File: src/rtl/rx_csum_pkg.sv
package rx_csum_pkg;

  localparam int BYTE_W = 8;
  localparam int SUM_W  = 2 * BYTE_W;

  typedef logic [BYTE_W-1:0] byte_t;
  typedef logic [SUM_W-1:0]  sum_t;

  // ones' complement add: carry out of the top bit wraps to bit 0
  function automatic sum_t oc_add(input sum_t a, input sum_t b);
    logic [SUM_W:0] wide;
    wide = {1'b0, a} + {1'b0, b};
    return wide[SUM_W-1:0] + {{(SUM_W-1){1'b0}}, wide[SUM_W]};
  endfunction

endpackage

File: src/rtl/rx_csum_pos.sv
// Tracks the frame offset up to the window start, then only word parity.
module rx_csum_pos #(
  parameter int START_OFS = 14
) (
  input  logic clk,
  input  logic rst_n,
  input  logic beat,
  input  logic sof,
  output logic in_win,
  output logic odd_pos
);
  localparam int CNT_W = (START_OFS < 1) ? 1 : $clog2(START_OFS + 1);
  localparam logic [CNT_W-1:0] CNT_TOP = CNT_W'(START_OFS);

  logic [CNT_W-1:0] cnt_q, cnt_cur;
  logic             par_q, par_cur;

  always_comb begin
    cnt_cur = sof ? '0 : cnt_q;
    par_cur = sof ? 1'b0 : par_q;
    in_win  = (cnt_cur == CNT_TOP);
    odd_pos = in_win & par_cur;
  end

  always_ff @(posedge clk or negedge rst_n) begin
    if (!rst_n) begin
      cnt_q <= '0;
      par_q <= 1'b0;
    end else if (beat) begin
      if (in_win) begin
        cnt_q <= CNT_TOP;
        par_q <= ~par_cur;
      end else begin
        cnt_q <= cnt_cur + 1'b1;
        par_q <= 1'b0;
      end
    end
  end

endmodule

File: src/rtl/rx_csum_acc.sv
// Pairs window bytes into words and keeps the running ones' complement sum.
module rx_csum_acc
  import rx_csum_pkg::*;
(
  input  logic  clk,
  input  logic  rst_n,
  input  logic  beat,
  input  logic  sof,
  input  logic  eof,
  input  logic  in_win,
  input  logic  odd_pos,
  input  byte_t data,
  output logic  fin_valid,
  output sum_t  fin_sum
);
  sum_t  acc_q, acc_base, acc_nxt;
  byte_t hi_q, hi_nxt;

  always_comb begin
    acc_base = sof ? '0 : acc_q;
    acc_nxt  = acc_base;
    hi_nxt   = hi_q;
    if (beat && in_win) begin
      if (odd_pos) begin
        acc_nxt = oc_add(acc_base, {hi_q, data});
      end else begin
        hi_nxt = data;
        if (eof) acc_nxt = oc_add(acc_base, {data, {BYTE_W{1'b0}}});
      end
    end
    fin_valid = beat & eof;
    fin_sum   = acc_nxt;
  end

  always_ff @(posedge clk or negedge rst_n) begin
    if (!rst_n) begin
      acc_q <= '0;
      hi_q  <= '0;
    end else if (beat) begin
      acc_q <= acc_nxt;
      hi_q  <= hi_nxt;
    end
  end

endmodule

File: src/rtl/rx_csum_out.sv
// Result register and done strobe; the enable picks the live or zero variant.
module rx_csum_out
  import rx_csum_pkg::*;
#(
  parameter bit CSUM_EN = 1'b1
) (
  input  logic clk,
  input  logic rst_n,
  input  logic fin_valid,
  input  sum_t fin_sum,
  output sum_t csum,
  output logic done
);
  always_ff @(posedge clk or negedge rst_n) begin
    if (!rst_n) done <= 1'b0;
    else        done <= fin_valid;
  end

  generate
    if (CSUM_EN) begin : g_live
      sum_t csum_q;
      always_ff @(posedge clk or negedge rst_n) begin
        if (!rst_n)         csum_q <= '0;
        else if (fin_valid) csum_q <= fin_sum;
      end
      assign csum = csum_q;
    end else begin : g_zero
      logic unused_sum;
      assign unused_sum = ^fin_sum;
      assign csum = '0;
    end
  endgenerate

endmodule

File: src/rtl/rx_raw_csum.sv
module rx_raw_csum
  import rx_csum_pkg::*;
#(
  parameter bit CSUM_EN   = 1'b1,
  parameter int START_OFS = 14
) (
  input  logic              clk,
  input  logic              rst_n,
  input  logic              in_valid,
  output logic              in_ready,
  input  logic [BYTE_W-1:0] in_data,
  input  logic              in_sof,
  input  logic              in_eof,
  output logic [SUM_W-1:0]  csum_out,
  output logic              csum_done
);
  logic beat, in_win, odd_pos, fin_valid;
  sum_t fin_sum;
  logic ready_q;

  always_ff @(posedge clk or negedge rst_n) begin
    if (!rst_n) ready_q <= 1'b0;
    else        ready_q <= 1'b1;
  end

  assign in_ready = ready_q | rst_n;
  assign beat     = in_valid & in_ready;

  rx_csum_pos #(.START_OFS(START_OFS)) pos_i (
    .clk(clk), .rst_n(rst_n), .beat(beat), .sof(in_sof),
    .in_win(in_win), .odd_pos(odd_pos)
  );

  rx_csum_acc acc_i (
    .clk(clk), .rst_n(rst_n), .beat(beat), .sof(in_sof), .eof(in_eof),
    .in_win(in_win), .odd_pos(odd_pos), .data(in_data),
    .fin_valid(fin_valid), .fin_sum(fin_sum)
  );

  rx_csum_out #(.CSUM_EN(CSUM_EN)) out_i (
    .clk(clk), .rst_n(rst_n), .fin_valid(fin_valid), .fin_sum(fin_sum),
    .csum(csum_out), .done(csum_done)
  );

endmodule

File: config.mk
export PLATFORM = sky130hd
export DESIGN_NAME = rx_raw_csum
export DESIGN_NICKNAME = d
export VERILOG_FILES = /design/src/rtl/rx_csum_pkg.sv /design/src/rtl/rx_csum_pos.sv /design/src/rtl/rx_csum_acc.sv /design/src/rtl/rx_csum_out.sv /design/src/rtl/rx_raw_csum.sv
export SDC_FILE = /design/constraint.sdc
export NUM_CORES = 1
export LEC_CHECK = 0
export BUFFER_PORTS_ARGS = -buffer_cell sky130_fd_sc_hd__clkbuf_2
export CAP_MARGIN = 20
export CORE_ASPECT_RATIO = 0.7
export CORE_UTILIZATION = 40
export CTS_CLUSTER_DIAMETER = 40
export DETAILED_ROUTE_END_ITERATION = 10
export MAX_ROUTING_LAYER = met4
export PLACE_DENSITY = 0.57
export SLEW_MARGIN = 20
export SYNTH_ARGS = -nofsm -noshare
export SYNTH_HDL_FRONTEND = slang
export SYNTH_SLANG_ARGS = --single-unit
File: constraint.sdc
create_clock -name clk -period 4.75 [get_ports clk]
set_clock_uncertainty 0.2 [all_clocks]
set_input_delay 0.95 -clock clk [delete_from_list [all_inputs] [get_ports clk]]
set_output_delay 0.95 -clock clk [all_outputs]
set_load 0.005 [all_outputs]
==> impl_results.md, run 1 <==
* Status: complete, no violations
* Ports at 31
* WP buf/inv at 3
* Max_slew headroom at between 50% and 60%
* Power per cell area at ~180 nW/um^2
* Initial antenna violation count at 0
* Die Y at approximately 90 um
* Crit path arrival time at roughly 4.5 ns
* # hold bufs at CTS at 0
* Syn avg cell area at approximately 7.9 sq um
* Sequential share of the synthesized area at between 20% and 30%
* P&R area growth vs syn at 20.7%
* Stages on worst setup path at 25
* Finished Core Util at ~50%
* Post-DP HPWL at ~11000 um
* Met3 wire len at between 900 and 1000 um
* First-pass GRT wire length at roughly 23000 um
* Synth cell count leaders: nand2_1 (71), o21ai_0 (54), nor2_1 (50)
* Mux cell area share after synthesis at between 2 and 2.5%
* Top cells by area, synth: dfrtp_1 (26%), xnor2_1 (6.0%), o21ai_0 (6.0%)
* Post-synthesis instance total at about 570
* Initial Utilization at 41.1%
* Total congestion overflow at 0
* Number of cells on the worst reg-to-reg path at 23
* Share of layout cells above drive strength 1 at between 20% and 30%
* CTS tree: done
* Pre-antenna DRT Iters at 5
* Cell taking the most area after synthesis: dfrtp_1
* Buffers on Ports at 30
* Vias in the first global route at about 4200
* Fin crit share at a little over nine tenths
* Placement Cell Area at between 5000 and 6000 sq um
* Fraction of registers with async set/reset at between 90% and 100%
* Min-Delay Path Class: reg2reg
* Dpl ws at -0.253 ns
* Final hold vios at 0
* Yosys top cell area share at between 20% and 30%
* CP max FO at 4
* Slowest-stage cell, CP: mux2_2
* Largest family of logic cells by synthesized area: compound AO/OA/AOI/OAI gates
* Worst skew pair latency at between 0.2 and 0.3 ns
* Count leader, synth: nand2_1
* Leak Pwr at about 2.3 nW
* XOR/XNOR share of the synthesized area at approximately 11%
* Adder-cell area share of the yosys netlist at roughly 6.5%
* GRT Util Overall at approximately a quarter
* Fmax at between 200 and 250 MHz
* Clock Tree Buf Depth at 2
* Final WL at 14300 um
* Least-Margin Pin Slew at 0.727 ns
* Area occupied by multi-input gates at about 3200 sq um
* CP required at 4.73 ns
* Core area at between 10000 and 15000 sq um
* Antenna-violating nets left at 0
* Count of cell types in the netlist at between 80 and 90
* Routability cong. at roughly 0.98
* Setup Viol. Count Final at 0
* Largest net degree at the start of global routing at between 40 and 50
* DIE AREA at approximately 12000 sq um
* Die Wd at ~130 um
* Post-layout minimum cycle time at between 4 and 5 ns
* # H-tree levels at 2
* CP top delay family: simple AND/OR/NAND/NOR gates
* Worst vdd ir at approximately 130 uV
* Number of fill cells at about 1100
* Syn_nets at 600
* Ys Warns at 0
* CTS Buf Count at 5
* Clock transition at path regs at approximately 0.070 ns
* Final net count at around 660
* Clk root buf: clkbuf_16
* Post-synth EDFFs at 0
* Per-cell routed wire length at between 15 and 20 um
* WL met1 at 6970 um
* Max-cap violations at 0
* Total Power at about 0.96 mW
* Reg area at 1180 sq um
* Crit end category: flip-flop
* Area of the mapped netlist at around 4500 sq um
* CTS sink cnt at between 40 and 50
* Most Frequent Cell on Critical Path: ha_1
* Via Count at around 4400
* Ys flop type: dfrtp_1
* Post-route setup slack at approximately 0.21 ns
* Crit path launch type: input pin
* WL met2 at 6260 um
* Critical path's largest stage delay at roughly 0.27 ns
* Hold path cells at 2
* Residual DRC at 0
* Antenna Cells at 0
* Fin Setup TNS at 0 ns
* Post-route design area at roughly 5400 sq um
* Top Metal Used: met4
* CP Class: in2reg
* Row count at 32
* Final Max Slew Viols at 0
* Synth Area in Simple Gates at between 20% and 30%
* #FFs+latches synth at 47
* DRT iter0 DRCs at 258
* Vias/cell at around 5.7
* Compound-Gate Fraction of Synth Area at between 20% and 30%
-- area by class of cell --
class	count	area share (%)
inverter	15	1.04
clock buffer	6	2.55
clock inverter	2	0.299
timing repair buffer	92	12.0
sequential	47	21.6
tap	153	3.52
multi-input combinational	465	58.9
-- cells in the final DEF (no fill, tap or decap), drive strengths merged, types with 5 or more instances in the layout --
cell type  count
a21o           7
a21oi         38
a31oi          9
and3           5
buf           63
clkbuf        35
dfrtp         47
ha            20
inv           15
mux2           9
nand2         71
nand2b         7
nand3         15
nand4          8
nor2          50
nor2b         16
nor3           9
o211ai         7
o21a           6
o21ai         55
o22ai          6
xnor2         33
xor2          18
-- what timing repair did --
| action | in CTS | in global routing |
|---|---|---|
| resized for setup | 0 | 27 |
| setup buffers | 0 | 1 |
| setup endpoints to repair | 0 | 24 |
-- power by group --
| group | switching, mW | internal (mW) | total [mW] | leakage, nW |
|---|---|---|---|---|
| Clock | 0.168 | 0.211 | 0.379 | 0.0731 |
| Combinational | 0.103 | 0.0666 | 0.169 | 1.57 |
| Sequential | 0.00615 | 0.408 | 0.414 | 0.650 |
-- per-layer routing --
metal / global-route usage [%] / vias to the layer above
li1: - / 2155
met1: 37.5 / 2108
met2: 38.6 / 145
met3: 4.80 / 17
met4: 4.41 / 0
met5: - / -
-- tightest hold or removal path, cell delays in order (launching register included) --
cell     delay [ns]
dfrtp_1        0.34
nand2_1        0.05
o31ai_1        0.05
-- kinds of logic (layout without fill, tap and decap cells) --
kind of cell | after synthesis | after routing
buffers and inverters | 55 | 115
XOR/XNOR | 52 | 52
AO/OA/AOI/OAI | 172 | 172
other | 1 | 1
flip-flops | 47 | 47
adder cells (fa/ha/maj) | 24 | 24
multiplexers | 9 | 9
AND/OR/NAND/NOR | 207 | 207
-- path summary, 6_finish.rpt --
path	from	end	slack (ns)
min reg2reg	out_i.csum[15]	out_i.csum[15]	0.28
max reg2reg	acc_i.acc_q[1]	out_i.csum[4]	0.62
min	out_i.csum[15]	out_i.csum[15]	0.28
min in group asynchronous	rst_n	acc_i.hi_q[7]	0.56
max	in_sof	out_i.csum[14]	0.21
max in group asynchronous	rst_n	acc_i.acc_q[2]	3.37
-- sequential cells by signal, indices dropped and copies added, names as in the netlist --
name and cells:
pos_i.par_q 1, acc_i.acc_q 16, acc_i.hi_q 8, out_i.csum 16, out_i.done 1, ready_q 1
pos_i.cnt_q 4
-- through the flow --
step	hold slack [ns]	cells
2_1_floorplan	0.241	567
3_3_place_gp	0.261	771
3_5_place_dp	0.267	771
4_1_cts	0.283	779
5_1_grt	0.314	780
6_report	0.280	780
Note: power is estimated with default switching activity, not from simulation.
==> run 2: changes to the inputs <==
--- a/config.mk
+++ b/config.mk
@@ -12,7 +12,7 @@
 export CTS_CLUSTER_DIAMETER = 40
 export DETAILED_ROUTE_END_ITERATION = 10
 export MAX_ROUTING_LAYER = met4
-export PLACE_DENSITY = 0.57
+export PLACE_DENSITY = 0.56
 export SLEW_MARGIN = 20
 export SYNTH_ARGS = -nofsm -noshare
 export SYNTH_HDL_FRONTEND = slang
==> impl_results.md, run 2 (synthesis results as in run 1) <==
* Number of cells on the worst reg-to-reg path at 17 (-26%)
* CTS Buf Count at 5 (unchanged)
* DRT iter0 DRCs at 436 (+69%)
* Total congestion overflow at 0 (unchanged)
* Final hold vios at 0 (unchanged)
* Finished Core Util at 49.6% (about the same)
* Most frequent cells in the layout: nand2_1 (71), buf_4 (60), nor2_1 (47), dfrtp_1 (47), o21ai_0 (44)
* Initial Utilization at 41.1% (unchanged)
* Initial antenna violation count at 0 (unchanged)
* Fin crit share at 96.9% (+1.3 points)
* Final net count at 658 (-0.15%)
* # H-tree levels at 2 (unchanged)
* Fmax at 217 MHz (-1.4%)
* Min-Delay Path Class: reg2reg
* DIE AREA at 11700 sq um (unchanged)
* Clk root buf: clkbuf_16
* Unrepaired setup endpoints after global routing: yes
* Crit path launch type: input pin
* Post-DP HPWL at 11100 um (-2.7%)
* Vias/cell at 5.71 (+0.60%)
* Antenna-violating nets left at 0 (unchanged)
* Row count at 32 (unchanged)
* Commonest non-fill, non-tap cell in the layout: nand2_1
* Via Count at 4446 (+0.47%)
* First-pass GRT wire length at 22600 um (-0.88%)
* CTS sink cnt at 47 (unchanged)
* Die Y at 90.8 um (unchanged)
* Post-layout minimum cycle time at 4.60 ns (+0.0628 ns)
* Least-Margin Pin Slew at 0.611 ns (-0.116 ns)
* Crit path arrival time at 4.58 ns (+0.06 ns)
* Final Max Slew Viols at 0 (unchanged)
* Buffers on Ports at 30 (unchanged)
* Routability cong. at 0.973 (-0.24%)
* Fin Setup TNS at 0 ns (unchanged)
* Ports at 31 (unchanged)
* WHS at 0.288 ns (+0.00811 ns)
* CP Class: in2reg
* GRT Util Overall at 26.1% (-0.035 points)
* CP required at 4.73 ns (about the same)
* P&R area growth vs syn at 20.8% (about the same)
* Antenna Cells at 0 (unchanged)
* Final WL at 14400 um (+0.17%)
* Largest net degree at the start of global routing at 48 (unchanged)
* Max_slew headroom at 59.2% (+7.8 points)
* CP max FO at 6 (+2)
* Status: complete, no violations
* Setup Viol. Count Final at 0 (unchanged)
* Max-cap violations at 0 (unchanged)
* Clock transition at path regs at 0.07 ns (about the same)
* Crit end category: flip-flop
* Residual DRC at 0 (unchanged)
* Hold path cells at 2 (unchanged)
* Clock Tree Buf Depth at 2 (unchanged)
* Vias in the first global route at 4078 (-2.8%)
* Share of layout cells above drive strength 1 at 24.0% (-0.60 points)
* Worst skew pair latency at 0.29 ns (about the same)
* Die Wd at 129 um (unchanged)
* Leak Pwr at 2.29 nW (about the same)
* CTS tree: done
* Core area at 11000 sq um (unchanged)
* # hold bufs at CTS at 0 (unchanged)
* Power per cell area at 192 nW/um^2 (+8.5%)
* Worst vdd ir at 175 uV (+37%)
* Pre-antenna DRT Iters at 5 (unchanged)
* Per-cell routed wire length at 18.4 um (+0.30%)
run 2: cell types whose count changed in the layout (fill, tap and decap cells not counted), sizes merged:
cell      delta
buf          -1
bufinv       +2
clkinv       -1
clkinvlp     -1
run 2: per-stage QoR:
stage	area (sq um)	total power, mW	instances	worst slack [ns]
6_report	5440	1.05	779	0.148
5_1_grt	5440	1.08	779	-0.0635
4_1_cts	5320	1.05	774	0.00138
3_5_place_dp	5130	0.582	766	-0.331
3_3_place_gp	5130	0.580	766	-0.205
2_1_floorplan	4600	0.525	567	-0.348
run 2: layout make-up:
| type | instances | area [sq um] |
|---|---|---|
| tap | 153 | 191 |
| sequential | 47 | 1180 |
| clock inverter | 2 | 60.1 |
| fill | 1106 | 5530 |
| clock buffer | 6 | 129 |
| inverter | 15 | 56.3 |
| multi-input combinational | 465 | 3200 |
| timing repair buffer | 91 | 627 |
run 2: path summary, 6_finish.rpt:
| kind | start | end | slack, ns |
|---|---|---|---|
| max in group asynchronous | rst_n | acc_i.acc_q[5] | 3.37 |
| max | in_sof | acc_i.acc_q[9] | 0.15 |
| min | out_i.csum[15] | out_i.csum[15] | 0.29 |
| min reg2reg | out_i.csum[15] | out_i.csum[15] | 0.29 |
| min in group asynchronous | rst_n | out_i.csum[15] | 0.56 |
| max reg2reg | acc_i.acc_q[4] | acc_i.acc_q[9] | 0.54 |
run 2: critical path, stage by stage:
cell and delay [ns]:
buf_12 0.11, buf_6 0.11, nor2b_4 0.13, ha_4 0.16, ha_4 0.15, a21oi_4 0.04, a2111o_1 0.37, a21oi_2 0.19
a31o_4 0.19, a41oi_4 0.11, o21bai_1 0.16, a21oi_1 0.08, nor2_1 0.11, o21ai_1 0.07, nand2b_1 0.11, ha_2 0.22
o211ai_1 0.21, buf_4 0.22, or4_1 0.41, a31oi_1 0.15, nor2_1 0.07, a221o_1 0.25
run 2: what timing repair did:
action	in CTS	in global routing
resized for setup	1	25
setup endpoints to repair	2	22
hold endpoints to repair	0	0
pin swaps	1	21
setup buffers	0	5
run 2: power by group:
| group | leakage [nW] | switching (mW) | internal [mW] |
|---|---|---|---|
| sequential | 0.650 | 0.00617 | 0.408 |
| combinational | 1.55 | 0.102 | 0.0636 |
| clock | 0.0911 | 0.162 | 0.302 |
| total | 2.29 | 0.271 | 0.774 |
run 2: metal layers:
layer  wire (um)  GRT usage (%)  up-vias  part of all wire (%)
li1            -              -     2151                     -
met1        7150           39.7     2145                    50
met2        6240           37.2      144                    43
met3         935           3.85        6                   6.5
met4          44           3.14        0                  0.31
met5           0              -        -                     0
==> run 3: changes to the inputs <==
--- a/config.mk
+++ b/config.mk
@@ -5,6 +5,7 @@
 export SDC_FILE = /design/constraint.sdc
 export NUM_CORES = 1
 export LEC_CHECK = 0
+export ABC_AREA = 1
 export BUFFER_PORTS_ARGS = -buffer_cell sky130_fd_sc_hd__clkbuf_2
 export CAP_MARGIN = 20
 export CORE_ASPECT_RATIO = 0.7
==> impl_results.md, run 3 <==
* Max-cap violations at 0 (unchanged)
* Number of cells on the worst reg-to-reg path at 22 (+5)
* DRT iter0 DRCs at 479 (+9.9%)
* Crit path arrival time at 4.46 ns (-0.12 ns)
* # H-tree levels at 2 (unchanged)
* Max_slew headroom at 56.5% (-2.7 points)
* Post-synthesis instance total at 738 (+30%)
* Ys Warns at 0 (unchanged)
* Top cells by area, synth: dfrtp_1 (26%), nand2_1 (22%), nand3_1 (8.8%)
* Final Non-Filler Cells at 930 (+19%)
* Clock Tree Buf Depth at 2 (unchanged)
* Antenna-violating nets left at 0 (unchanged)
* Placement Cell Area at 4890 sq um (-4.6%)
* Fraction of registers with async set/reset at 100% (unchanged)
* Post-synth EDFFs at 0 (unchanged)
* Dpl ws at -0.0743 ns (+0.256 ns)
* Clock share of power at 38.7% (-5.8 points)
* Routability cong. at 0.987 (+1.4%)
* Post-route design area at 5130 sq um (-5.8%)
* P&R area growth vs syn at 14.1%
* Syn avg cell area at 6.09 sq um (-23%)
* Commonest non-fill, non-tap cell in the layout: nand2_1
* Worst skew pair latency at 0.30 ns (about the same)
* Setup Viol. Count Final at 0 (unchanged)
* Largest net degree at the start of global routing at 48 (unchanged)
* Crit path launch type: input pin
* CP Class: in2reg
* Final WL at 15100 um (+5.2%)
* Row count at 31 (-3.1%)
* Ports at 31 (unchanged)
* Final Max Slew Viols at 0 (unchanged)
* Power per cell area at 235 nW/um^2 (+22%)
* Proportion of power drawn by flip-flops and latches at 37.4% (-2.3 points)
* Area occupied by multi-input gates at 2890 sq um (-9.8%)
* Worst vdd ir at 207 uV (+18%)
* Per-cell routed wire length at 16.3 um (-12%)
* Vias/cell at 5.23 (-8.3%)
* GRT Util Overall at 27.9% (+1.8 points)
* CP max FO at 9 (+3)
* NetSw at 0.383 mW (+41%)
* CTS tree: done
* Reg-to-Reg Start: acc_i.acc_q[11]
* Area of the mapped netlist at 4500 sq um (-0.22%)
* Switching part of the total at 31.7% (+5.8 points)
* Residual DRC at 0 (unchanged)
* # hold bufs at CTS at 0 (unchanged)
* R2r setup slk at 0.78 ns (+0.24 ns)
* Syn_nets at 771 (+28%)
* Most Frequent Cell on Critical Path: nand2_1
* Critical R2R Capture: acc_i.acc_q[14]
* Internal Power at 0.823 mW (+6.3%)
* CP required at 4.73 ns (about the same)
* Synth cell count leaders: nand2_1 (265), inv_1 (93), nand3_1 (79)
* Yosys top cell area share at 26.2% (+0.058 points)
* Least-Margin Pin Slew at 0.651 ns (+0.0392 ns)
* Total congestion overflow at 0 (unchanged)
* Count of cell types in the netlist at 43 (-48%)
* Status: complete, no violations
* Post-layout minimum cycle time at 4.48 ns (-0.120 ns)
* Die Wd at 129 um (-0.11%)
* Crit end category: flip-flop
* Final hold vios at 0 (unchanged)
* Slowest-stage cell, CP: ha_2
* Fin Setup TNS at 0 ns (unchanged)
* CTS Buf Count at 5 (unchanged)
* Buffers on Ports at 30 (unchanged)
* First-pass GRT wire length at 23900 um (+6.0%)
* Count leader, synth: nand2_1
* Unrepaired setup endpoints after global routing: no
* Worst setup path end: acc_i.acc_q[14]
* Cell taking the most area after synthesis: dfrtp_1
* Sequential share of the synthesized area at 26.2% (+0.058 points)
* Finished Core Util at 48.3% (-1.4 points)
* Clk root buf: clkbuf_16
* Core area at 10600 sq um (-3.1%)
* Post-DP HPWL at 12300 um (+10%)
* Post-route setup slack at 0.268 ns (+0.120 ns)
* Number of fill cells at 1163 (+5.2%)
* Die Y at 90.7 um (-0.11%)
* Initial Utilization at 42.3% (+1.2 points)
* Placed Instances at 920 (+20%)
* Fin crit share at 94.4% (-2.5 points)
* CTS sink cnt at 47 (unchanged)
* Via Count at 4865 (+9.4%)
* Share of layout cells above drive strength 1 at 14.0% (-10 points)
* Pre-antenna DRT Iters at 5 (unchanged)
* Most frequent cells in the layout: nand2_1 (265), inv_1 (93), nand3_1 (79), nor2_1 (58), dfrtp_1 (47)
* Worst Setup SP: in_sof
* DIE AREA at 11700 sq um (-0.22%)
* Crit path cell chain: clkbuf_2 > buf_4 > nor2_2 > ha_2 > ha_1 > inv_1 > nand2_1 > nand4_1 > nand3_1 > a21oi_1 > o21bai_1 > ha_2 > ha_1 > nand4_1 > nor2_2 > nand3_1 > nor3_2 > nand2_1 > xor2_1 > nand2_1 > a21oi_1 > nand2_1 > nand3_1 > nand2_1
* Critical path's largest stage delay at 0.26 ns (-0.15 ns)
* Combinational share of power at 23.9% (+8.0 points)
* Fmax at 223 MHz (+2.7%)
* Clock transition at path regs at 0.06 ns (about the same)
* Leak Pwr at 2.88 nW (+26%)
* #FFs+latches synth at 47 (unchanged)
* Reg area at 1180 sq um (unchanged)
* Initial antenna violation count at 1 (+1)
* Ys flop type: dfrtp_1
* Vias in the first global route at 4457 (+9.3%)
* Final net count at 813 (+24%)
* Min-Delay Path Class: reg2reg
## run 3: cell types whose count changed after synthesis, moves of 10 or more
cell,delta
a21oi_1,-14
nor2b_1,-14
nand3_1,+64
xnor2_1,-28
xor2_1,-12
inv_1,+79
nor2_1,+10
nand2_1,+194
nand2_2,+17
## run 3: worst min path at each step
| stage | start | to | slack [ns] | cells past startpoint |
|---|---|---|---|---|
| after CTS | out_i.csum[7] | out_i.csum[7] | 0.28 | 2 |
| after global placement | out_i.csum[7] | out_i.csum[7] | 0.27 | 2 |
| after floorplan | acc_i.acc_q[14] | acc_i.acc_q[14] | 0.25 | 2 |
| after detailed placement | out_i.csum[7] | out_i.csum[7] | 0.26 | 2 |
| final | out_i.csum[7] | out_i.csum[7] | 0.28 | 2 |
| after global routing | out_i.csum[7] | out_i.csum[7] | 0.31 | 2 |
## run 3: area by class of cell
type	count	area share [%]
diodes	1	0.0488
flip-flops and latches	47	22.9
clock buffers	6	2.51
repair buffers	53	6.29
multi-input cells	577	56.3
clock inverters	2	1.17
inverters	96	7.12
well taps	148	3.61
## run 3: repair_timing
item                       in CTS  in global routing
gates resized for setup         0                  9
setup buffers                   0                  1
setup endpoints to repair       0                 16
## run 3: cell families after synthesis
logic type               Yosys count  synth area share, %
AO/OA/AOI/OAI                     90                 11.7
XOR/XNOR                           9                 1.75
adder cells (fa/ha/maj)           20                 5.57
buffers and inverters            114                 10.4
flip-flops                        47                 26.2
other                              1               0.0834
AND/OR/NAND/NOR                  457                 44.3
## run 3: metal layers
| metal | share of wire (%) | GRT usage, % | wire length [um] |
|---|---|---|---|
| met2 | 41 | 39.7 | 6260 |
| met3 | 8.8 | 7.05 | 1340 |
| met5 | 0 | - | 0 |
| met1 | 48 | 39.6 | 7330 |
| met4 | 1.3 | 5.49 | 198 |
## run 3: power by group through the flow
| stage | Sequential (mW) | Combinational (mW) | Clock, mW |
|---|---|---|---|
| 3_5_place_dp | 0.456 | 0.280 | 0 |
| 6_report | 0.451 | 0.288 | 0.467 |
| 5_1_grt | 0.453 | 0.325 | 0.494 |
| 2_1_floorplan | 0.448 | 0.195 | 0 |
| 3_3_place_gp | 0.456 | 0.279 | 0 |
| 4_1_cts | 0.449 | 0.281 | 0.476 |
## run 3: stage by stage
stage,total power [mW],hold WS [ns]
floorplan,0.643,0.249
global placement,0.735,0.266
detailed placement,0.737,0.264
CTS,1.21,0.283
global route,1.27,0.306
finish,1.21,0.278
## run 3: critical path, delay by kind of cell
family | cells | cell delay [ns]
buf+inv | 3 | 0.35
fa+ha+maj | 4 | 0.85
compound gates | 3 | 0.41
xor+xnor | 1 | 0.14
simple gates | 13 | 1.74
